--- src/rtl/mcwdt_pkg.sv ---
package mcwdt_pkg;
  localparam int ADDR_W = 4;
  localparam int DATA_W = 32;

  localparam logic [ADDR_W-1:0] A_CTRL = 4'd0;
  localparam logic [ADDR_W-1:0] A_LIM_BASE = 4'd1;
  localparam logic [ADDR_W-1:0] A_KICK = 4'd5;
  localparam logic [ADDR_W-1:0] A_STAT = 4'd6;
  localparam logic [ADDR_W-1:0] A_CNT_BASE = 4'd7;

  localparam int B_EN = 0;
  localparam int B_PER_EN = 2;
  localparam int B_ACT = 3;
  localparam int B_RUN_LP = 8;
  localparam int B_RUN_DBG = 9;
  localparam int B_SEL = 16;
  localparam int SEL_W = 5;

  localparam int S_WARN = 0;
  localparam int S_PER = 2;
  localparam int S_CFG = 4;
  localparam int S_VIOL = 8;
endpackage

--- src/rtl/mcwdt_sup_cnt.sv ---
module mcwdt_sup_cnt #(
  parameter int CW = 16
) (
  input  logic          clk,
  input  logic          rst_n,
  input  logic          en,
  input  logic          adv,
  input  logic          kick,
  input  logic          warn_clr,
  input  logic          viol_clr,
  input  logic [CW-1:0] lim_lo,
  input  logic [CW-1:0] lim_warn,
  input  logic [CW-1:0] lim_hi,
  output logic [CW-1:0] cnt,
  output logic          cfg_err,
  output logic          warn_flag,
  output logic          viol_flag
);
  logic [CW-1:0] cnt_q, cnt_d;
  logic warn_q, warn_d, viol_q, viol_d;
  logic ok, early, good, expire;

  always_comb begin
    cfg_err = en && !((lim_lo < lim_warn) && (lim_warn < lim_hi));
    ok      = en && !cfg_err;
    early   = ok && kick && (cnt_q < lim_lo);
    good    = ok && kick && !early;
    expire  = ok && adv && !kick && (cnt_q == lim_hi);
  end

  always_comb begin
    cnt_d = cnt_q;
    if (!ok)            cnt_d = '0;
    else if (good)      cnt_d = '0;
    else if (early)     cnt_d = cnt_q;
    else if (adv)       cnt_d = (cnt_q == lim_hi) ? '0 : cnt_q + 1'b1;
    warn_d = (warn_q && !warn_clr) || (ok && (cnt_q == lim_warn));
    viol_d = (viol_q && !viol_clr) || early || expire;
  end

  always_ff @(posedge clk or negedge rst_n) begin
    if (!rst_n) begin
      cnt_q  <= '0;
      warn_q <= 1'b0;
      viol_q <= 1'b0;
    end else begin
      cnt_q  <= cnt_d;
      warn_q <= warn_d;
      viol_q <= viol_d;
    end
  end

  assign cnt       = cnt_q;
  assign warn_flag = warn_q;
  assign viol_flag = viol_q;

  a_r2_count_step: assert property (@(posedge clk) disable iff (!rst_n)
    (ok && adv && !kick && (cnt_q != lim_hi)) |=> (cnt_q == $past(cnt_q) + 1'b1));
  a_r3_kick_clears: assert property (@(posedge clk) disable iff (!rst_n)
    (ok && kick && (cnt_q >= lim_lo)) |=> (cnt_q == '0));
  a_r4_early_kick: assert property (@(posedge clk) disable iff (!rst_n)
    (ok && kick && (cnt_q < lim_lo)) |=> (viol_q && $stable(cnt_q)));
  a_r5_expiry: assert property (@(posedge clk) disable iff (!rst_n)
    (ok && adv && !kick && (cnt_q == lim_hi)) |=> (viol_q && cnt_q == '0));
  a_r8_cfg_hold: assert property (@(posedge clk) disable iff (!rst_n)
    (!ok) |=> (cnt_q == '0));
  a_r12_viol_sticky: assert property (@(posedge clk) disable iff (!rst_n)
    (viol_q && !viol_clr) |=> viol_q);
  a_r6_warn_sticky: assert property (@(posedge clk) disable iff (!rst_n)
    (warn_q && !warn_clr) |=> warn_q);
endmodule

--- src/rtl/mcwdt_per_cnt.sv ---
module mcwdt_per_cnt #(
  parameter int PW = 32,
  parameter int SW = $clog2(PW)
) (
  input  logic          clk,
  input  logic          rst_n,
  input  logic          en,
  input  logic          adv,
  input  logic [SW-1:0] sel,
  input  logic          irq_clr,
  output logic [PW-1:0] cnt,
  output logic          irq
);
  logic [PW-1:0] cnt_q, cnt_d;
  logic irq_q, irq_d, toggled;

  always_comb begin
    cnt_d   = cnt_q;
    if (en && adv) cnt_d = cnt_q + 1'b1;
    toggled = (cnt_d[sel] != cnt_q[sel]);
    irq_d   = (irq_q && !irq_clr) || toggled;
  end

  always_ff @(posedge clk or negedge rst_n) begin
    if (!rst_n) begin
      cnt_q <= '0;
      irq_q <= 1'b0;
    end else begin
      cnt_q <= cnt_d;
      irq_q <= irq_d;
    end
  end

  assign cnt = cnt_q;
  assign irq = irq_q;

  a_r11_per_hold: assert property (@(posedge clk) disable iff (!rst_n)
    !(en && adv) |=> $stable(cnt_q));
  a_r11_per_sticky: assert property (@(posedge clk) disable iff (!rst_n)
    (irq_q && !irq_clr) |=> irq_q);
endmodule

--- src/rtl/mcwdt_top.sv ---
module mcwdt_top
  import mcwdt_pkg::*;
#(
  parameter int CW      = 16,
  parameter int PW      = 32,
  parameter int NUM_SUP = 2
) (
  input  logic                clk,
  input  logic                rst_n,
  input  logic                tick,
  input  logic                lp_state,
  input  logic                dbg_halt,
  input  logic                reg_we,
  input  logic [ADDR_W-1:0]   reg_addr,
  input  logic [DATA_W-1:0]   reg_wdata,
  output logic [DATA_W-1:0]   reg_rdata,
  output logic                rst_req,
  output logic                fault_req,
  output logic [NUM_SUP-1:0]  warn_irq,
  output logic                per_irq
);
  localparam int SW = $clog2(PW);

  logic [NUM_SUP-1:0] en_q, en_d, act_q, act_d;
  logic per_en_q, per_en_d, run_lp_q, run_lp_d, run_dbg_q, run_dbg_d;
  logic [SW-1:0] sel_q, sel_d;
  logic [CW-1:0] lo_q [NUM_SUP], lo_d [NUM_SUP];
  logic [CW-1:0] wr_q [NUM_SUP], wr_d [NUM_SUP];
  logic [CW-1:0] hi_q [NUM_SUP], hi_d [NUM_SUP];

  logic [CW-1:0] cnt [NUM_SUP];
  logic [NUM_SUP-1:0] cfg_err, warn_f, viol_f, kick, warn_clr, viol_clr;
  logic [PW-1:0] per_cnt;
  logic per_f, per_clr, run, adv;
  logic wr_ctrl, wr_kick, wr_stat;

  always_comb begin
    run = !(lp_state && !run_lp_q) && !(dbg_halt && !run_dbg_q);
    adv = tick && run;
    wr_ctrl = reg_we && (reg_addr == A_CTRL);
    wr_kick = reg_we && (reg_addr == A_KICK);
    wr_stat = reg_we && (reg_addr == A_STAT);
    per_clr = wr_stat && reg_wdata[S_PER];
  end

  always_comb begin
    en_d      = en_q;
    act_d     = act_q;
    per_en_d  = per_en_q;
    run_lp_d  = run_lp_q;
    run_dbg_d = run_dbg_q;
    sel_d     = sel_q;
    if (wr_ctrl) begin
      en_d      = reg_wdata[B_EN +: NUM_SUP];
      act_d     = reg_wdata[B_ACT +: NUM_SUP];
      per_en_d  = reg_wdata[B_PER_EN];
      run_lp_d  = reg_wdata[B_RUN_LP];
      run_dbg_d = reg_wdata[B_RUN_DBG];
      sel_d     = reg_wdata[B_SEL +: SW];
    end
  end

  always_ff @(posedge clk or negedge rst_n) begin
    if (!rst_n) begin
      en_q      <= '0;
      act_q     <= '0;
      per_en_q  <= 1'b0;
      run_lp_q  <= 1'b0;
      run_dbg_q <= 1'b0;
      sel_q     <= '0;
    end else begin
      en_q      <= en_d;
      act_q     <= act_d;
      per_en_q  <= per_en_d;
      run_lp_q  <= run_lp_d;
      run_dbg_q <= run_dbg_d;
      sel_q     <= sel_d;
    end
  end

  for (genvar i = 0; i < NUM_SUP; i++) begin : g_sup
    localparam logic [ADDR_W-1:0] A_LA = A_LIM_BASE + ADDR_W'(2*i);
    localparam logic [ADDR_W-1:0] A_LB = A_LIM_BASE + ADDR_W'(2*i + 1);

    always_comb begin
      lo_d[i] = lo_q[i];
      wr_d[i] = wr_q[i];
      hi_d[i] = hi_q[i];
      if (reg_we && reg_addr == A_LA) begin
        lo_d[i] = reg_wdata[CW-1:0];
        wr_d[i] = reg_wdata[16 +: CW];
      end
      if (reg_we && reg_addr == A_LB) hi_d[i] = reg_wdata[CW-1:0];
      kick[i]     = wr_kick && reg_wdata[i];
      warn_clr[i] = wr_stat && reg_wdata[S_WARN + i];
      viol_clr[i] = wr_stat && reg_wdata[S_VIOL + i];
    end

    always_ff @(posedge clk or negedge rst_n) begin
      if (!rst_n) begin
        lo_q[i] <= '0;
        wr_q[i] <= '0;
        hi_q[i] <= '0;
      end else begin
        lo_q[i] <= lo_d[i];
        wr_q[i] <= wr_d[i];
        hi_q[i] <= hi_d[i];
      end
    end

    mcwdt_sup_cnt #(.CW(CW)) u_sup (
      .clk       (clk),
      .rst_n     (rst_n),
      .en        (en_q[i]),
      .adv       (adv),
      .kick      (kick[i]),
      .warn_clr  (warn_clr[i]),
      .viol_clr  (viol_clr[i]),
      .lim_lo    (lo_q[i]),
      .lim_warn  (wr_q[i]),
      .lim_hi    (hi_q[i]),
      .cnt       (cnt[i]),
      .cfg_err   (cfg_err[i]),
      .warn_flag (warn_f[i]),
      .viol_flag (viol_f[i])
    );

    a_r9_r10_freeze: assert property (@(posedge clk) disable iff (!rst_n)
      (!run && !kick[i] && en_q[i] && !wr_ctrl && !reg_we) |=> $stable(cnt[i]));
  end

  mcwdt_per_cnt #(.PW(PW), .SW(SW)) u_per (
    .clk     (clk),
    .rst_n   (rst_n),
    .en      (per_en_q),
    .adv     (adv),
    .sel     (sel_q),
    .irq_clr (per_clr),
    .cnt     (per_cnt),
    .irq     (per_f)
  );

  always_comb begin
    rst_req   = |(viol_f & ~act_q);
    fault_req = |(viol_f & act_q);
    warn_irq  = warn_f;
    per_irq   = per_f;
  end

  always_comb begin
    reg_rdata = '0;
    if (reg_addr == A_CTRL) begin
      reg_rdata[B_EN +: NUM_SUP]  = en_q;
      reg_rdata[B_ACT +: NUM_SUP] = act_q;
      reg_rdata[B_PER_EN]         = per_en_q;
      reg_rdata[B_RUN_LP]         = run_lp_q;
      reg_rdata[B_RUN_DBG]        = run_dbg_q;
      reg_rdata[B_SEL +: SW]      = sel_q;
    end else if (reg_addr == A_STAT) begin
      reg_rdata[S_WARN +: NUM_SUP] = warn_f;
      reg_rdata[S_PER]             = per_f;
      reg_rdata[S_CFG +: NUM_SUP]  = cfg_err;
      reg_rdata[S_VIOL +: NUM_SUP] = viol_f;
    end else if (reg_addr == A_CNT_BASE + ADDR_W'(NUM_SUP)) begin
      reg_rdata = DATA_W'(per_cnt);
    end else begin
      for (int i = 0; i < NUM_SUP; i++) begin
        if (reg_addr == A_LIM_BASE + ADDR_W'(2*i))
          reg_rdata = {DATA_W'(wr_q[i]) << 16} | DATA_W'(lo_q[i]);
        if (reg_addr == A_LIM_BASE + ADDR_W'(2*i + 1))
          reg_rdata = DATA_W'(hi_q[i]);
        if (reg_addr == A_CNT_BASE + ADDR_W'(i))
          reg_rdata = DATA_W'(cnt[i]);
      end
    end
  end

  a_r7_req_source: assert property (@(posedge clk) disable iff (!rst_n)
    (viol_f == '0) |-> (!rst_req && !fault_req));
endmodule

--- config.mk ---
export PLATFORM = sky130hd
export DESIGN_NAME = mcwdt_top
export DESIGN_NICKNAME = d
export VERILOG_FILES = /design/src/rtl/mcwdt_pkg.sv /design/src/rtl/mcwdt_sup_cnt.sv /design/src/rtl/mcwdt_per_cnt.sv /design/src/rtl/mcwdt_top.sv
export SDC_FILE = /design/constraint.sdc
export NUM_CORES = 1
export LEC_CHECK = 0
export BUFFER_PORTS_ARGS = -buffer_cell sky130_fd_sc_hd__clkbuf_2
export CAP_MARGIN = 10
export CELL_PAD_IN_SITES_DETAIL_PLACEMENT = 0
export CELL_PAD_IN_SITES_GLOBAL_PLACEMENT = 1
export CORE_UTILIZATION = 48
export DETAILED_ROUTE_END_ITERATION = 10
export PLACE_DENSITY_LB_ADDON = 0.1
export SLEW_MARGIN = 30
export SYNTH_ARGS = -nofsm -noshare
export SYNTH_HDL_FRONTEND = slang
export SYNTH_SLANG_ARGS = --single-unit
--- constraint.sdc ---
create_clock -name clk -period 4.5 [get_ports clk]
set_clock_uncertainty 0.15 [all_clocks]
set_input_delay 0.9 -clock clk [delete_from_list [all_inputs] [get_ports clk]]
set_output_delay 0.9 -clock clk [all_outputs]
set_load 0.01 [all_outputs]
Yosys cells after proc, flatten, opt, wreduce, memory -nomap -nowiden
Cells that the tools add are included.
- register bits after elaboration: 177
- input port bits: 42
- output and inout port bits: 37
- word-level logic and storage cells: 160
- $add $sub $neg: 3
- order comparisons: 7
- equal/unequal tests: 18
- multiplexer cells: 34
- bitwise operators: 5
- reductions and logical operators: 73
- operators with widths (kind ; count):
    $mux 32 ; 8
    $mux 16 ; 10
    $lt 16x16->1 ; 6
    $eq 16x16->1 ; 4
    $or 32x16->32 ; 2
    $logic_and 1x1->1 ; 44
    $add 16x1->16 const B ; 2
    $add 32x1->32 const B ; 1
    $mux 22 ; 1
    $logic_not 1->1 ; 17
    $eq 4x3->1 const B ; 4
    $mux 11 ; 1
    $bmux 1 s5 ; 2
    $mux 5 ; 2
    $ne 3x3->1 const B ; 3
    $eq 4x2->1 const B ; 2
    $eq 4x4->1 const B ; 2
    $mux 2 ; 4
    $logic_or 1x1->1 ; 7
    $lt 5x6->1 const B ; 1
    $mux 3 ; 2
    $mux 6 ; 1
    $and 2x2->2 ; 2
    $eq 4x1->1 const B ; 1
    other kinds (7) ; 11

Depth between registers and ports, before layout
- word-level depth: 12
- mapped depth: 13
- depth with buffers taken out: 11

By module
A second synthesis with hierarchy kept.
- cells, all modules: 1457
- area total of the unflattened synthesis: 13558.0 µm²
- by module, submodules not included (module ; times used ; cells an instance ; area an instance (µm²) ; sequential area each (µm²)):
    mcwdt_top ; 1 ; 538 ; 5883.1 ; 2702.6
    mcwdt_sup_cnt ; 2 ; 345 ; 2696.3 ; 450.4
    mcwdt_per_cnt ; 1 ; 229 ; 2282.2 ; 825.8

Worst setup path after synthesis
OpenSTA, ideal clock, no wires.
- kind: input-to-output
- start: in reg_addr[0]
- end: out reg_rdata[10]
- arrival time: 2.778 ns
- required time: 3.450 ns
- path slack: 0.672 ns
- stages: 8
- buffers on the path: 3
- path through: clkbuf_1 > clkbuf_1 > nor4b_1 > clkbuf_1 > inv_1 > o22ai_1 > a21oi_1 > a21o_1
- longest elaborated chain between the ends: 10
- elaborated cells between the ends (all ways): 18
- those cells by class: 8 x eq/ne; 9 x mux; 1 x reduce/logical
- ends and longest elaborated chain (what ; RTL line ; RTL):
    start: declaration ; mcwdt_top.sv:14 ; input logic [ADDR_W-1:0] reg_addr,
    $eq 4x1->1 ; mcwdt_top.sv:168 ; if (reg_addr == A_LIM_BASE + ADDR_W'(2*i))
    $mux 32 ; mcwdt_top.sv:168 ;
    $mux 32 ; mcwdt_top.sv:170 ; if (reg_addr == A_LIM_BASE + ADDR_W'(2*i + 1))
    $mux 32 ; mcwdt_top.sv:172 ; if (reg_addr == A_CNT_BASE + ADDR_W'(i))
    $mux 32 ; mcwdt_top.sv:168 ;
    $mux 32 ; mcwdt_top.sv:170 ;
    $mux 32 ; mcwdt_top.sv:172 ;
    $mux 32 ; mcwdt_top.sv:164 ; end else if (reg_addr == A_CNT_BASE + ADDR_W'(NUM_SUP)) begin
    $mux 22 ; mcwdt_top.sv:159 ; end else if (reg_addr == A_STAT) begin
    $mux 6 * ; mcwdt_top.sv:152 ; if (reg_addr == A_CTRL) begin
    end: declaration ; mcwdt_top.sv:16 ; output logic [DATA_W-1:0] reg_rdata,
Every way passes the cells marked *; elsewhere a longest branch is shown, timed or not.

Final worst setup path
- start: reg wr_q[9] in the netlist's numbering
- end: out reg_rdata[5]
- longest elaborated chain between the ends: 6
- elaborated cells between the ends (all ways): 7
- those cells by class: 2 x order compare; 2 x mux; 3 x reduce/logical
- ends and longest elaborated chain (what ; RTL line ; RTL):
    start: declaration ; mcwdt_top.sv:28 ; logic [CW-1:0] wr_q [NUM_SUP], wr_d [NUM_SUP];
    start signal: indexed assignment ; mcwdt_top.sv:106 ; wr_q[i] <= wr_d[i];
    $lt 16x16->1 ; mcwdt_sup_cnt.sv:24 ; cfg_err = en && !((lim_lo < lim_warn) && (lim_warn < lim_hi));
    $logic_and 1x1->1 * ; mcwdt_sup_cnt.sv:24 ;
    $logic_not 1->1 * ; mcwdt_sup_cnt.sv:24 ;
    $logic_and 1x1->1 * ; mcwdt_sup_cnt.sv:24 ;
    $mux 2 * ; mcwdt_top.sv:159 ;
    $mux 3 * ; mcwdt_top.sv:152 ;
Marked as above.

==> key figures <==
Global route
  – Vias in the first global route: 10,600
  – Initial antenna violation count: 0
  – Global-route wire length before repair: 65.9 mm
  – Largest net degree at the start of global routing: 106
  – GRT Total Usage: 0.333
  – GRT overflow: 0

STA
  – Slew Viols, Final: 0
  – Minimum hold slack: 324 ps
  – Endpoints failing hold: 0
  – Fmax: 247 MHz
  – Fin crit share: 0.900
  – Unrepaired setup endpoints after global routing: no
  – Post-layout min period: 4050 ps
  – Worst rel slew slack: 0.387
  – Slew @ Worst Pin: 920 ps
  – Setup TNS: 0 ps
  – # setup viols final: 0

CTS
  – Clock sinks: 177
  – CTS tree: built
  – Hold buffer count at CTS: 0
  – Skew-Pair Late Insertion Delay: 450 ps
  – TritonCTS buffer count: 17
  – CTS clk-pin slew, worst paths: 80 ps
  – # Post-CTS Setup Buffers: 0
  – Cts repair resizes: 0
  – CTS H-tree depth: 4
  – Deepest clock path buffer count: 2
  – Clock tree root buffer cell: clkbuf_16

Die
  – Die Width: 165 um
  – Io pins: 79
  – Die height: 165 um
  – Die ar.: 27,200 sq um
  – Initial Utilization: 0.489
  – Cell Rows: 59
  – Core Box Area: 26,100 sq um

Worst setup path
  – Worst path cell trace: inv_1 -> ha_1 -> a21o_1 -> a21o_1 -> a21oi_1 -> nor2_1 -> nor3_1 -> o21ai_0 -> nor2_1 -> o21ai_0 -> clkbuf_2
  – Worst setup path class: reg2out
  – CP Capture Type: output pin
  – Worst Path Max Fanout: 5
  – Critical path required time: 3450 ps
  – CP max-delay cell: dfrtp_1
  – Critical Path AT: 3000 ps
  – Startpoint types: flip-flop
  – R2R cell count: 9
  – Slowest Stage Delay on Critical Path: 480 ps

Yosys
  – Yosys reg bits: 177
  – Seq/Total Area, Yosys: 0.348
  – Count leader, synth: dfrtp_1
  – Post-synthesis instance area: 12,700 sq um
  – Syn_nets: 1,537
  – Yosys warns: 0
  – Distinct cells, synth: 75
  – Cell accounting for the most synthesized area: dfrtp_1
  – Post-synth EDFFs: 0
  – Ys async rst share: 1.00
  – Top cell type's share of synthesized area: 0.348
  – Post-synth top cells: dfrtp_1 (177), nand2_1 (122), inv_1 (103)
  – Syn Area/Cell: 9.08 sq um
  – Most used flip-flop cell after synthesis: dfrtp_1
  – Top cells by area, synth: dfrtp_1 (35%), ha_1 (9.1%), mux2_2 (7.1%)
  – Post-Syn Instances: 1,402

Route
  – Residual DRC: 0
  – Via density per instance: 6.23
  – Routed vias: 11,100
  – Drt pass-1 iters: 5
  – Wirelength, routed: 43.8 mm
  – WL per Instance: 24.6 um
  – 1st-iter DRT viols: 1,178
  – Routed Antenna Nets: 0

Final layout
  – Layout Area Growth over Synthesis: 9.62%
  – Nets: 1,568
  – Number of diodes: 0
  – # fillers: 2,509
  – Ratio of cells with drive above 1 in the final layout: 0.172
  – Storage cell area: 4430 sq um
  – Multi-input gate area: 7530 sq um

Worst hold path
  – Worst min path class: in2async

Placed design
  – GPL Wtd Cong: 0.933
  – Hpwl dp: 33.7 mm
  – PortBufs: 78

Power
  – Internal Pwr Total: 3.34 mW
  – Sw Share: 0.393
  – Sw power: 2.16 mW
  – Seq pwr share: 0.421
  – Leak: 6.67 nW
  – Pwr per Cell Area: 394 nW/um^2
  – Logic gate share of total power: 0.300
  – Clk pwr share: 0.279
  – VDD IR max: 207 uV

Status
  – Status: completed

Job
  – Max cap viols: 0
-- per-stage QoR --
stage                     worst slack, ps  area, sq um  power (mW)  instances   util
final                                 451        14000        5.50       1781  0.536
after global routing                  262        14000        5.80       1781  0.536
after CTS                             462        14000        5.50       1781  0.535
after detailed placement              600        13400        3.96       1749  0.513
after global placement                630        13400        3.93       1749  0.513
after floorplan                       672        12700        3.31       1402      -
-- power by group through the flow --
stage / Combinational, mW / Sequential, mW / Clock (mW)
finish: 1.65 / 2.32 / 1.54
global route: 1.84 / 2.34 / 1.61
CTS: 1.64 / 2.30 / 1.56
detailed placement: 1.63 / 2.33 / 0
global placement: 1.60 / 2.33 / 0
floorplan: 1.22 / 2.09 / 0
-- layout by cell type (no fill, tap or decap), types with 5 or more instances in the layout --
cell	instances
a22o_1	6
nand2_1	122
xor2_1	58
nor4_1	23
a31oi_1	23
buf_4	23
inv_8	5
nand3_1	32
clkbuf_16	17
mux2i_1	10
a21o_1	41
a211oi_1	13
inv_1	103
clkbuf_2	77
xnor2_1	37
dfrtp_1	177
a221o_1	12
a22oi_1	28
nor3_1	20
nor2_1	79
nand2b_1	24
o211ai_1	5
o22ai_1	6
mux4_2	9
nand4_1	30
a221oi_1	15
a21oi_1	70
mux2_2	80
o21ai_0	75
and3_1	24
ha_1	93
or2_2	5
nor2b_1	18
-- cell type report --
| cell class | count | share of cell area |
|---|---|---|
| Clock inverter | 15 | 0.0120 |
| Tap cell | 335 | 0.0300 |
| Clock buffer | 17 | 0.0305 |
| Inverter | 103 | 0.0277 |
| Multi-Input combinational cell | 1032 | 0.540 |
| Sequential cell | 177 | 0.317 |
| Timing Repair Buffer | 102 | 0.0425 |
-- critical path: cells and delay by family (launching register included) --
kind | cells | cell delay, ps
AOI/OAI and AO/OA | 5 | 970
and+or+nand+nor | 3 | 540
DFF | 1 | 480
adders and majority gates | 1 | 310
buffers and inverters | 2 | 250
-- worst paths after layout --
path / from / endpoint / slack [ps]
max reg2reg: u_per.cnt[11] / u_per.irq / 1130
min in group clk: run_dbg_q / run_dbg_q / 400
max in group asynchronous: rst_n / u_per.cnt[31] / 2970
min reg2reg: run_dbg_q / run_dbg_q / 400
min: rst_n / g_sup[1].u_sup.cnt[13] / 320
max: wr_q[9] / reg_rdata[5] / 450
-- per-layer routing --
metal | GRT usage | share of wire | wire [um] | vias to the layer above
li1 | - | - | - | 5093
met1 | 0.456 | 0.44 | 19400 | 5514
met2 | 0.525 | 0.46 | 20400 | 402
met3 | 0.0580 | 0.061 | 2660 | 78
met4 | 0.122 | 0.033 | 1450 | 0
met5 | 0 | 0 | 0 | -
-- cells by family (layout without fill, tap and decap cells) --
group	Yosys count	after routing	share of synthesized area
flops	177	177	0.348
simple gates	419	419	0.168
buf+inv	193	237	0.0624
xor+xnor	95	95	0.0654
mux	100	100	0.0966
fa+ha+maj	93	93	0.0914
compound gates	325	325	0.169
-- flip-flops by register name, summed over array words and instances (netlist names) --
name	flops
g_sup.u_sup.viol_flag	2
lo_q	32
act_q	2
wr_q	32
run_lp_q	1
g_sup.u_sup.warn_flag	2
sel_q	5
run_dbg_q	1
u_per.irq	1
u_per.cnt	32
g_sup.u_sup.cnt	32
per_en_q	1
hi_q	32
en_q	2
No activity file was read; power rests on OpenSTA's default activity.
